--- src/rtl/nrm_pkg.sv ---
// Package nrm_pkg
// Shared widths, character byte values and classification helpers for the
// column normalizer. Assumes characters arrive already decoded to a byte
// plus a control flag.
package nrm_pkg;
    localparam int BYTE_W = 8;
    localparam int CFG_W  = BYTE_W + 1;      // {control, byte}
    localparam int WORD_W = BYTE_W + 2;      // {error, control, byte}

    localparam logic [BYTE_W-1:0] IDLE_SYNC  = 8'hBC;
    localparam logic [BYTE_W-1:0] IDLE_ALIGN = 8'h7C;
    localparam logic [BYTE_W-1:0] IDLE_SKIP  = 8'h1C;
    localparam logic [BYTE_W-1:0] ERR_CHAR   = 8'hFE;
    localparam logic [CFG_W-1:0]  ERR_FORCED = 9'h1FE;

    // True for the three idle control bytes.
    function automatic logic is_idle_byte(input logic [BYTE_W-1:0] b);
        return (b == IDLE_SYNC) || (b == IDLE_ALIGN) || (b == IDLE_SKIP);
    endfunction

    // True for the non-idle control bytes that pass through unchanged.
    function automatic logic is_kept_ctrl(input logic [BYTE_W-1:0] b);
        case (b)
            8'hFB, 8'hFD, 8'h3C, 8'h5C,
            8'h9C, 8'hDC, 8'hFC, 8'hF7: return 1'b1;
            default:                    return 1'b0;
        endcase
    endfunction

    // Assemble an internal word.
    function automatic logic [WORD_W-1:0] make_word(input logic err,
                                                    input logic ctl,
                                                    input logic [BYTE_W-1:0] b);
        return {err, ctl, b};
    endfunction
endpackage

--- src/rtl/nrm_cfg_resolve.sv ---
// Module nrm_cfg_resolve
// Resolves the register inputs into the effective translate enable and
// the effective error value. The XAUI enable overrides both settings.
// Purely combinational; assumes the configuration is quasi-static.
module nrm_cfg_resolve
    import nrm_pkg::*;
(
    input  logic             cfg_translate_i,
    input  logic             cfg_xaui_i,
    input  logic [CFG_W-1:0] cfg_error_i,
    output logic             trans_eff_o,
    output logic [CFG_W-1:0] err_val_o
);
    // Apply the override of the XAUI enable.
    always_comb begin
        trans_eff_o = cfg_translate_i | cfg_xaui_i;
        err_val_o   = cfg_xaui_i ? ERR_FORCED : cfg_error_i;
    end
endmodule

--- src/rtl/nrm_lane_map.sv ---
// Module nrm_lane_map
// Maps one decoded lane character to its 10-bit internal word. It also
// reports whether the lane carries a clean idle character. Combinational.
// Assumes a violation flag overrides whatever byte the decoder produced.
module nrm_lane_map
    import nrm_pkg::*;
(
    input  logic [BYTE_W-1:0] data_i,
    input  logic              ctrl_i,
    input  logic              viol_i,
    input  logic              trans_eff_i,
    input  logic [CFG_W-1:0]  idle_val_i,
    input  logic [CFG_W-1:0]  err_val_i,
    output logic [WORD_W-1:0] word_o,
    output logic              idle_o
);
    // Classify the lane as idle only for a clean idle control character.
    always_comb begin
        idle_o = ctrl_i && !viol_i && is_idle_byte(data_i);
    end

    // Choose the internal word by priority: violation, data, idle, kept codes.
    always_comb begin
        if (viol_i) begin
            word_o = {1'b1, err_val_i};
        end else if (!ctrl_i) begin
            word_o = make_word(1'b0, 1'b0, data_i);
        end else if (idle_o) begin
            word_o = trans_eff_i ? {1'b0, idle_val_i}
                                 : make_word(1'b0, 1'b1, data_i);
        end else if (data_i == ERR_CHAR) begin
            word_o = make_word(1'b1, 1'b1, data_i);
        end else if (is_kept_ctrl(data_i)) begin
            word_o = make_word(1'b0, 1'b1, data_i);
        end else begin
            word_o = {1'b1, err_val_i};
        end
    end
endmodule

--- src/rtl/nrm_idle_column.sv ---
// Module nrm_idle_column
// Output register stage with all-idle column tracking. The first all-idle
// column after a non-idle one is registered as mapped. Later all-idle
// columns keep the registered word, which therefore also serves as the
// stored pattern. Assumes the word is only loaded on valid columns.
module nrm_idle_column
    import nrm_pkg::*;
#(
    parameter int LANES = 4
) (
    input  logic                    clk,
    input  logic                    rst_n,
    input  logic                    valid_i,
    input  logic [LANES-1:0]        lane_idle_i,
    input  logic [LANES*WORD_W-1:0] mapped_i,
    output logic                    valid_o,
    output logic [LANES*WORD_W-1:0] word_o
);
    logic                    last_nonidle_q;
    logic                    col_idle;
    logic                    repeat_col;
    logic [LANES*WORD_W-1:0] next_word;

    // Detect a full idle column and decide whether it repeats the stored one.
    always_comb begin
        col_idle   = &lane_idle_i;
        repeat_col = col_idle && !last_nonidle_q;
        next_word  = repeat_col ? word_o : mapped_i;
    end

    // Register the column, the valid strobe and the tracking state.
    always_ff @(posedge clk) begin
        if (!rst_n) begin
            last_nonidle_q <= 1'b1;
            valid_o        <= 1'b0;
            word_o         <= '0;
        end else begin
            valid_o <= valid_i;
            if (valid_i) begin
                word_o         <= next_word;
                last_nonidle_q <= !col_idle;
            end
        end
    end
endmodule

--- src/rtl/nrm_column_normalizer.sv ---
// Module nrm_column_normalizer
// Top level of the four-lane receive character normalizer. It resolves the
// configuration, maps every lane in parallel and registers the column with
// all-idle repetition. Latency is one clock. Assumes the lanes are deskewed
// and decoded upstream.
module nrm_column_normalizer
    import nrm_pkg::*;
#(
    parameter int LANES = 4
) (
    input  logic                    clk,
    input  logic                    rst_n,
    input  logic                    in_valid,
    input  logic [LANES*BYTE_W-1:0] in_data,
    input  logic [LANES-1:0]        in_ctrl,
    input  logic [LANES-1:0]        in_viol,
    input  logic                    cfg_translate,
    input  logic                    cfg_xaui,
    input  logic [CFG_W-1:0]        cfg_idle,
    input  logic [CFG_W-1:0]        cfg_error,
    output logic                    out_valid,
    output logic [LANES*WORD_W-1:0] out_word
);
    logic                    trans_eff;
    logic [CFG_W-1:0]        err_val;
    logic [LANES-1:0]        lane_idle;
    logic [LANES*WORD_W-1:0] mapped;

    nrm_cfg_resolve u_cfg (
        .cfg_translate_i (cfg_translate),
        .cfg_xaui_i      (cfg_xaui),
        .cfg_error_i     (cfg_error),
        .trans_eff_o     (trans_eff),
        .err_val_o       (err_val)
    );

    for (genvar l = 0; l < LANES; l++) begin : g_lane
        nrm_lane_map u_map (
            .data_i      (in_data[l*BYTE_W +: BYTE_W]),
            .ctrl_i      (in_ctrl[l]),
            .viol_i      (in_viol[l]),
            .trans_eff_i (trans_eff),
            .idle_val_i  (cfg_idle),
            .err_val_i   (err_val),
            .word_o      (mapped[l*WORD_W +: WORD_W]),
            .idle_o      (lane_idle[l])
        );
    end

    nrm_idle_column #(.LANES(LANES)) u_col (
        .clk         (clk),
        .rst_n       (rst_n),
        .valid_i     (in_valid),
        .lane_idle_i (lane_idle),
        .mapped_i    (mapped),
        .valid_o     (out_valid),
        .word_o      (out_word)
    );
endmodule

--- config.mk ---
export PLATFORM = sky130hd
export DESIGN_NAME = nrm_column_normalizer
export DESIGN_NICKNAME = d
export VERILOG_FILES = /design/src/rtl/nrm_pkg.sv /design/src/rtl/nrm_cfg_resolve.sv /design/src/rtl/nrm_lane_map.sv /design/src/rtl/nrm_idle_column.sv /design/src/rtl/nrm_column_normalizer.sv
export SDC_FILE = /design/constraint.sdc
export NUM_CORES = 1
export LEC_CHECK = 0
export BUFFER_PORTS_ARGS = -buffer_cell sky130_fd_sc_hd__buf_2
export CAP_MARGIN = 15
export CELL_PAD_IN_SITES_DETAIL_PLACEMENT = 0
export CELL_PAD_IN_SITES_GLOBAL_PLACEMENT = 1
export CORE_UTILIZATION = 45
export CTS_CLUSTER_SIZE = 14
export DETAILED_ROUTE_END_ITERATION = 10
export PLACE_DENSITY = 0.91
export SYNTH_ARGS = -nofsm -noshare
export SYNTH_HDL_FRONTEND = slang
export SYNTH_HIERARCHICAL = 1
export SYNTH_SLANG_ARGS = --single-unit
--- constraint.sdc ---
create_clock -name clk -period 3.8 [get_ports clk]
set_input_delay 0.19 -clock clk [delete_from_list [all_inputs] [get_ports clk]]
set_output_delay 0.19 -clock clk [all_outputs]
set_load 0.05 [all_outputs]
Yosys cells after proc, flatten, opt, wreduce, memory -nomap -nowiden
Cells that the tools add are included.
{"block": "word_totals", "register_bits": 42, "input_bits": 63, "word_cells": 127}
{"block": "classes", "n_eq_ne": 48, "n_mux": 45, "n_bitwise": 2, "n_reduce_logical": 29}
{"op": "8-bit equality test (second input constant)", "count": 32}
{"op": "10-bit 2-to-1 mux", "count": 20}
{"op": "8-bit by 7-bit equality test with 1-bit output (second input constant)", "count": 8}
{"op": "9-bit 2-to-1 mux", "count": 5}
{"op": "8-bit by 5-bit equality test with 1-bit output (second input constant)", "count": 4}
{"op": "8-bit by 6-bit equality test with 1-bit output (second input constant)", "count": 4}
{"op": "8-bit OR reduction", "count": 4}
{"op": "1-bit 2-to-1 mux", "count": 20}
{"op": "1-bit logical AND", "count": 9}
{"op": "1-bit logical OR", "count": 8}
{"op": "1-bit logical NOT", "count": 6}
{"op": "4-bit AND reduction", "count": 1}
{"op": "2-bit AND reduction", "count": 1}
{"op": "1-bit inverter", "count": 1}
{"op": "1-bit OR", "count": 1}

Logic depth before layout (Yosys ltp)
Gate-level depths: netlist (run 1).
{"block": "logic_depth", "word_depth": 12, "mapped_depth": 9, "depth_no_buf": 8}

By module
Netlist (run 1), hierarchy kept.
{"mod": "nrm_lane_map", "instances": 4, "cells_per_inst": 122, "area_each_um2": 764.5, "seq_area_each_um2": 0.0}
{"mod": "nrm_idle_column", "instances": 1, "cells_per_inst": 292, "area_each_um2": 2633.8, "seq_area_each_um2": 840.8}
{"mod": "nrm_cfg_resolve", "instances": 1, "cells_per_inst": 10, "area_each_um2": 62.6, "seq_area_each_um2": 0.0}

Worst setup path after synthesis (run 1)
No wires, ideal clock.
{"block": "synth_path", "kind": "in2reg", "start": "in in_data[14]", "end": "reg u_col.word_o[14]", "setup_ns": 0.129, "arrival_time_ns": 1.788, "slack_ns": 1.884, "cell_stages": 9, "path_buffers": 2, "path_cell_list": "buf_2 > or3_4 > o21a_4 > or3_1 > buf_2 > o221ai_2 > a22oi_1 > a31oi_1 > o211ai_1"}
{"block": "synth_via", "elab_chain_cells": 12}
{"item": "start: declaration", "line_no": "nrm_column_normalizer.sv:14", "source": "input logic [LANES*BYTE_W-1:0] in_data,"}
{"item": "8-bit equality test (tied with other cells)", "line_no": "nrm_pkg.sv:23", "source": "case (b)"}
{"item": "8-bit OR reduction", "line_no": "nrm_pkg.sv:23"}
{"item": "1-bit 2-to-1 mux", "line_no": "nrm_pkg.sv:23"}
{"item": "1-bit 2-to-1 mux", "line_no": "nrm_lane_map.sv:31", "source": "end else if (data_i == ERR_CHAR) begin"}
{"item": "1-bit 2-to-1 mux", "line_no": "nrm_lane_map.sv:28", "source": "end else if (idle_o) begin"}
{"item": "1-bit 2-to-1 mux", "line_no": "nrm_lane_map.sv:26", "source": "end else if (!ctrl_i) begin"}
{"item": "1-bit 2-to-1 mux", "line_no": "nrm_lane_map.sv:24", "source": "if (viol_i) begin"}
{"item": "10-bit 2-to-1 mux", "line_no": "nrm_lane_map.sv:33", "source": "end else if (is_kept_ctrl(data_i)) begin"}
{"item": "10-bit 2-to-1 mux", "line_no": "nrm_lane_map.sv:31"}
{"item": "10-bit 2-to-1 mux (*)", "line_no": "nrm_lane_map.sv:28"}
{"item": "10-bit 2-to-1 mux (*)", "line_no": "nrm_lane_map.sv:26"}
{"item": "10-bit 2-to-1 mux (*)", "line_no": "nrm_lane_map.sv:24"}
{"item": "named net mapped[14]", "line_no": "nrm_column_normalizer.sv:27", "source": "logic [LANES*WORD_W-1:0] mapped;"}
{"item": "end signal: assignment", "line_no": "nrm_idle_column.sv:40", "source": "word_o <= next_word;"}
{"item": "end: declaration", "line_no": "nrm_idle_column.sv:17", "source": "output logic [LANES*WORD_W-1:0] word_o"}
The timed path passes the listed nets; every way through them passes the cells marked *. The select of a mux whose other input is x is not followed.
A chain may end at the register's enable or synchronous reset.

Worst setup path after layout (run 1)
{"block": "layout_path", "start": "in in_data[5]", "end": "reg u_col.word_o[2]"}
{"item": "8-bit equality test / 8-bit by 7-bit equality test with 1-bit output (equally long branches)", "line_no": "nrm_pkg.sv:18", "source": "return (b == IDLE_SYNC) || (b == IDLE_ALIGN) || (b == IDLE_SKIP);"}
{"item": "1-bit logical OR", "line_no": "nrm_pkg.sv:18"}
{"item": "1-bit logical OR (*)", "line_no": "nrm_pkg.sv:18"}
{"item": "1-bit logical AND (*)", "line_no": "nrm_lane_map.sv:19", "source": "idle_o = ctrl_i && !viol_i && is_idle_byte(data_i);"}
{"item": "named net lane_idle[0]", "line_no": "nrm_column_normalizer.sv:26", "source": "logic [LANES-1:0] lane_idle;"}
{"item": "4-bit AND reduction", "line_no": "nrm_idle_column.sv:26", "source": "col_idle = &lane_idle_i;"}
{"item": "1-bit logical AND", "line_no": "nrm_idle_column.sv:27", "source": "repeat_col = col_idle && !last_nonidle_q;"}
{"item": "1-bit inverter (no line)"}
{"item": "2-bit AND reduction (no line)"}
Marks and branches as above.

==> results.sh, run 1 <==
export IMPL_netlist_area_mm2=0.00575
export IMPL_grt_max_degree=82
export IMPL_clock_power_share=0.274
export IMPL_status="finished clean"
export IMPL_post_route_worst_setup_slack_ns=1.41
export IMPL_max_freq_ghz=0.419
export IMPL_globalRouteOverflowTotal=0
export IMPL_p_int_uw=1030
export IMPL_grt_pass1_vias=5468
export IMPL_r2r_setup_slack_ns=2.68
export IMPL_std_cell_rows=40
export IMPL_post_cts_buffers=0
export IMPL_end_kind="flop"
export IMPL_hold_viol_final=0
export IMPL_netlist_instances=790
export IMPL_power_switching_uw=740
export IMPL_root_buffer="clkbuf_16"
export IMPL_crit_required_ns=4.00
export IMPL_floorplan_initialDensity=0.469
export IMPL_tightest_slew_ns=0.760
export IMPL_critPathLaunchType="input port"
export IMPL_total_leakage_power_uw=0.00233
export IMPL_final_setup_tns_ns=0
export IMPL_finalCritPeriodShare=0.628
export IMPL_clock_skew_ns=0.00335
export IMPL_total_power_uw=1770
export IMPL_synth_seq_cells=42
export IMPL_synth_distinct_cells=56
export IMPL_clock_latency_ns=0.28
export IMPL_core_mm2=0.0123
export IMPL_final_nets=876
export IMPL_hpwl_um=12800
export IMPL_final_cell_area_mm2=0.00614
export IMPL_power_switching_share=0.418
export IMPL_port_buffers=103
export IMPL_clock_sinks=42
export IMPL_ioPinCount=104
export IMPL_areaGrowthSynthToFinish_pct=6.65
export IMPL_place_ws_ns=1.19
export IMPL_seq_area_frac_synth=0.146
export IMPL_wire_per_inst_um=18.4
export IMPL_period_minus_slack_ns=2.39
export IMPL_die_h_um=115
export IMPL_rsz0062_at_grt="no"
export IMPL_grt_pass1_wl_um=28500
export IMPL_avgSynthCellArea_um2=7.28
export IMPL_synth_edf_count=0
export IMPL_antenna_cells=0
export IMPL_clk_pin_slew_ns=0.06
export IMPL_irDropWorstVdd_mv=0.170
export IMPL_final_core_utilization=0.501
export IMPL_cts_path_max_buffers=2
export IMPL_drt_iter0_drc=733
export IMPL_cts_buffers_inserted=5
export IMPL_vias_per_cell=6.55
export IMPL_wl_um=18000
export IMPL_hold_buffers=0
export IMPL_drtAntennaViolNets=0
export IMPL_drive_gt1_frac=0.194
export IMPL_cts_resized=0
export IMPL_hp_class="in2reg"
export IMPL_setup_viol=0
export IMPL_p_per_area_mw_per_mm2=289
export IMPL_synth_nets=853
export IMPL_drt_first_pass_iters=5
export IMPL_fillers=1234
export IMPL_p_seq_frac=0.305
export IMPL_ys_flop_type="dfxtp_1"
export IMPL_h_tree_depth=2
export IMPL_cap_violations=0
export IMPL_antenna_found_initial=0
export IMPL_yosysWarnings=6
export IMPL_crit_fanout=81
export IMPL_async_flop_share=0
export IMPL_drcViolationCount=0
export IMPL_final_max_slew_viol_count=0
export IMPL_tritoncts="yes"
export IMPL_die_x_um=115
export IMPL_critPathKind="in2reg"
export IMPL_place_area_mm2=0.00597
export IMPL_dieArea_mm2=0.0132
export IMPL_arrival_ns=2.58
export IMPL_comb_power_share=0.421
export IMPL_gp_congestion=0.981
export IMPL_maxSlewHeadroom=0.493
export IMPL_vias=6429
export IMPL_track_usage=0.266
[cell usage in the layout, fill, tap and decap left out, types with 13 or more instances in the layout]
cell type    n
dfxtp_1     42
a21o_1      13
nand3_1     48
nor2_1      37
o211ai_1    44
o21ai_0     28
nand2_1     45
a211oi_1    20
a21oi_1     24
a31oi_1     48
and3b_1     48
o22ai_1     20
inv_1       24
nor3_1      20
buf_2      102
nand4b_1    48
[worst paths after layout]
kind                                    endpoint  cells past startpoint                 start
worst max-delay path             u_col/word_o[2]                      8            in_data[5]
worst min-delay path            u_col/word_o[30]                      4           cfg_idle[0]
worst max register to register   u_col/word_o[2]                      3  u_col/last_nonidle_q
worst min register to register  u_col/word_o[19]                      2      u_col/word_o[19]
[cells by family (layout without fill, tap and decap cells)]
kind of cell | count (synthesis) | count (layout) | share of synthesized area
DFF | 42 | 42 | 0.146
buffers and inverters | 116 | 140 | 0.111
and+or+nand+nor | 339 | 339 | 0.369
xor gates and xnor gates | 12 | 12 | 0.0183
AOI/OAI and AO/OA | 281 | 281 | 0.355
[registers in the layout (all words and copies together), names as in the netlist]
signal / cells
u_col/last_nonidle_q: 1
u_col/valid_o: 1
u_col/word_o: 40
[metrics by stage]
stage / hold WS, ns / std cells
3_5_place_dp: 0.517 / 974
2_1_floorplan: 0.484 / 790
6_report: 0.464 / 982
5_1_grt: 0.466 / 982
4_1_cts: 0.448 / 982
3_3_place_gp: 0.509 / 974
[synth_stat cells (all sizes together), types with 24 or more instances]
library cell | n | share of area
a21oi | 24 | 0.021
a31oi | 48 | 0.052
and3b | 48 | 0.073
buf | 75 | 0.083
dfxtp | 42 | 0.15
inv | 24 | 0.016
nand2 | 45 | 0.029
nand3 | 48 | 0.042
nand4b | 48 | 0.073
nor2 | 41 | 0.028
o211ai | 44 | 0.057
o21ai | 32 | 0.030
[power by group through the flow]
| stage | Sequential, uW | Combinational [uW] | Clock (uW) |
|---|---|---|---|
| after floorplan | 721 | 393 | 0 |
| after global placement | 549 | 735 | 0 |
| after detailed placement | 548 | 738 | 0 |
| after CTS | 539 | 740 | 490 |
| after global routing | 546 | 800 | 511 |
| final | 540 | 747 | 485 |
[critical path, stage by stage]
cell and delay (ns):
buf_2 0.15, or3_4 0.41, o21a_4 0.15, nor4_1 0.44, and4_2 0.31, buf_4 0.60, nand4b_1 0.18, o211ai_1 0.13
[cell type report]
cell class                 count  area (um^2)  area share
clock buffer                   6          129      0.0210
inverter                      24         90.1      0.0147
sequential                    42          841       0.137
tap                          168          210      0.0343
clock inverter                 2         37.5     0.00612
multi-input combinational    632         4270       0.696
timing repair buffer         108          556      0.0905
[per-layer routing]
metal	track usage	wire length (um)	vias to the layer above	share of wire
li1	-	-	3122	-
met1	0.361	7800	3018	0.43
met2	0.447	8620	266	0.48
met3	0.0311	1310	23	0.073
met4	0.0701	300	0	0.017
met5	0	0	-	0
(Power assumes the default switching activity.)
==> run 2, diff against run 1 <==
Settings changed: CORE_UTILIZATION 45 to 42, PLACE_DENSITY 0.91 to 0.86.
Clock period 3.8 ns to 2.2 ns, I/O delays scaled along.
==> run 2 against run 1 <==
  * Worst hold slack got worse by 0.13 ns
  * Global-route usage increased by 0.16 points
  * Sequential power increased by 73%
  * Cell area increased by 5.5%
  * Clock-buffer cell count unchanged
  * Utilization decreased by 1.4 points
  * Final cell count increased by 5.0%
  * Via count increased by 3.8%
  * Critical path type unchanged
  * Largest cell class unchanged
==> results.sh, run 2 (same netlist as run 1, synthesis figures left out) <==
export IMPL_final_cell_mix="buf_2, and3b_1, a31oi_1, nand4b_1, nand3_1"
export IMPL_cap_violations=0
export IMPL_route_met3_wl_um=1860
export IMPL_irDropWorstVdd_mv=0.299
export IMPL_top_register="u_col/word_o"
export IMPL_vias_per_cell=6.47
export IMPL_drtAntennaViolNets=0
export IMPL_tightest_slew_ns=1.04
export IMPL_wire_per_inst_um=18.8
export IMPL_rsz0062_at_grt="no"
export IMPL_areaGrowthSynthToFinish_pct=12.5
export IMPL_crit_fanout=41
export IMPL_critPathLaunchType="input port"
export IMPL_p_seq_frac=0.304
export IMPL_timing_hold_ws_ns=0.334
export IMPL_die_h_um=119
export IMPL_dp_cells=1022
export IMPL_drt_first_pass_iters=7
export IMPL_grt_pass1_wl_um=30600
export IMPL_period_minus_slack_ns=2.01
export IMPL_final_setup_tns_ns=0
export IMPL_place_area_mm2=0.00632
export IMPL_grt_pass1_vias=5694
export IMPL_drive_gt1_frac=0.233
export IMPL_status="finished clean"
export IMPL_setup_viol=0
export IMPL_hp_class="in2reg"
export IMPL_globalRouteOverflowTotal=0
export IMPL_clk_pin_slew_ns=0.07
export IMPL_dieArea_mm2=0.0142
export IMPL_drt_iter0_drc=724
export IMPL_p_per_area_mw_per_mm2=474
export IMPL_maxSlewHeadroom=0.307
export IMPL_cts_buffers_inserted=5
export IMPL_clock_sinks=42
export IMPL_instances_no_fill=1031
export IMPL_crit_required_ns=2.41
export IMPL_vias=6672
export IMPL_hpwl_um=14200
export IMPL_h_tree_depth=2
export IMPL_total_leakage_power_uw=0.00253
export IMPL_ioPinCount=104
export IMPL_die_x_um=119
export IMPL_drcViolationCount=0
export IMPL_power_switching_share=0.433
export IMPL_cts_path_max_buffers=2
export IMPL_highest_layer="met4"
export IMPL_end_kind="flop"
export IMPL_std_cell_rows=42
export IMPL_track_usage=0.268
export IMPL_final_max_slew_viol_count=0
export IMPL_finalCritPeriodShare=0.914
export IMPL_largest_registers="u_col/word_o x40, u_col/last_nonidle_q x1, u_col/valid_o x1"
export IMPL_wl_um=19400
export IMPL_cts_resized=0
export IMPL_final_nets=916
export IMPL_hold_buffers=0
export IMPL_arrival_ns=2.23
export IMPL_clock_power_share=0.258
export IMPL_final_core_utilization=0.487
export IMPL_final_cell_area_mm2=0.00647
export IMPL_comb_power_share=0.439
export IMPL_met1_length_um=8520
export IMPL_clock_skew_ns=0.00660
export IMPL_floorplan_initialDensity=0.433
export IMPL_power_switching_uw=1330
export IMPL_dr_wl_met2_um=8480
export IMPL_final_common_cell="buf_2"
export IMPL_clock_latency_ns=0.29
export IMPL_post_cts_buffers=0
export IMPL_root_buffer="clkbuf_16"
export IMPL_largest_reg_flops=40
export IMPL_grt_max_degree=62
export IMPL_core_mm2=0.0133
export IMPL_tritoncts="yes"
export IMPL_p_int_uw=1740
export IMPL_hold_viol_final=0
export IMPL_critPathKind="in2reg"
export IMPL_gp_congestion=0.967
export IMPL_port_buffers=103
export IMPL_max_freq_ghz=0.497
export IMPL_antenna_found_initial=1
run 2: cell count changes in the layout (fill, tap and decap cells not counted), sizes merged:
cell,change
buf,+40
bufinv,-1
diode,+1
clkinv,+1
run 2: per-layer routing:
layer  GRT usage  vias to the layer above
li1            -                     3204
met1       0.380                     3086
met3      0.0441                       46
met4      0.0807                        0
met2       0.411                      336
met5           0                        -
run 2: path summary, 6_finish.rpt:
path	endpoint	cells after the start	start	slack, ns
worst max-delay path	u_col/word_o[10]	9	in_data[30]	0.19
worst min-delay path	u_col/word_o[11]	3	rst_n	0.33
worst max register to register	u_col/word_o[37]	3	u_col/last_nonidle_q	1.05
worst min register to register	u_col/word_o[16]	2	u_col/word_o[16]	0.52
run 2: cell type report:
type	instances	area, um^2
Multi-Input combinational cell	632	4270
Clock inverter	2	12.5
Tap cell	176	220
Antenna cell	1	2.50
Inverter	24	90.1
Sequential cell	42	841
Fill cell	1376	6820
Timing Repair Buffer	148	893
Clock buffer	6	139
run 2: power by group through the flow:
stage	registers, uW	logic (uW)	clock network, uW
4_1_cts	932	1340	804
6_report	933	1350	791
2_1_floorplan	1250	680	0
5_1_grt	945	1450	824
3_5_place_dp	948	1330	0
3_3_place_gp	947	1330	0
run 2: per-stage QoR:
stage	total power (uW)	setup slack (ns)
floorplan	1930	0.364
global placement	2270	0.0315
detailed placement	2280	-0.0120
CTS	3070	0.292
global route	3220	0.117
finish	3070	0.188
run 2: worst max-delay path, cell delays in order:
cell and delay (ns):
buf_2 0.15, or3_4 0.39, o21a_4 0.15, nor4_1 0.46, buf_4 0.20, and4_2 0.29
buf_12 0.22, nand4b_1 0.12, o211ai_1 0.12
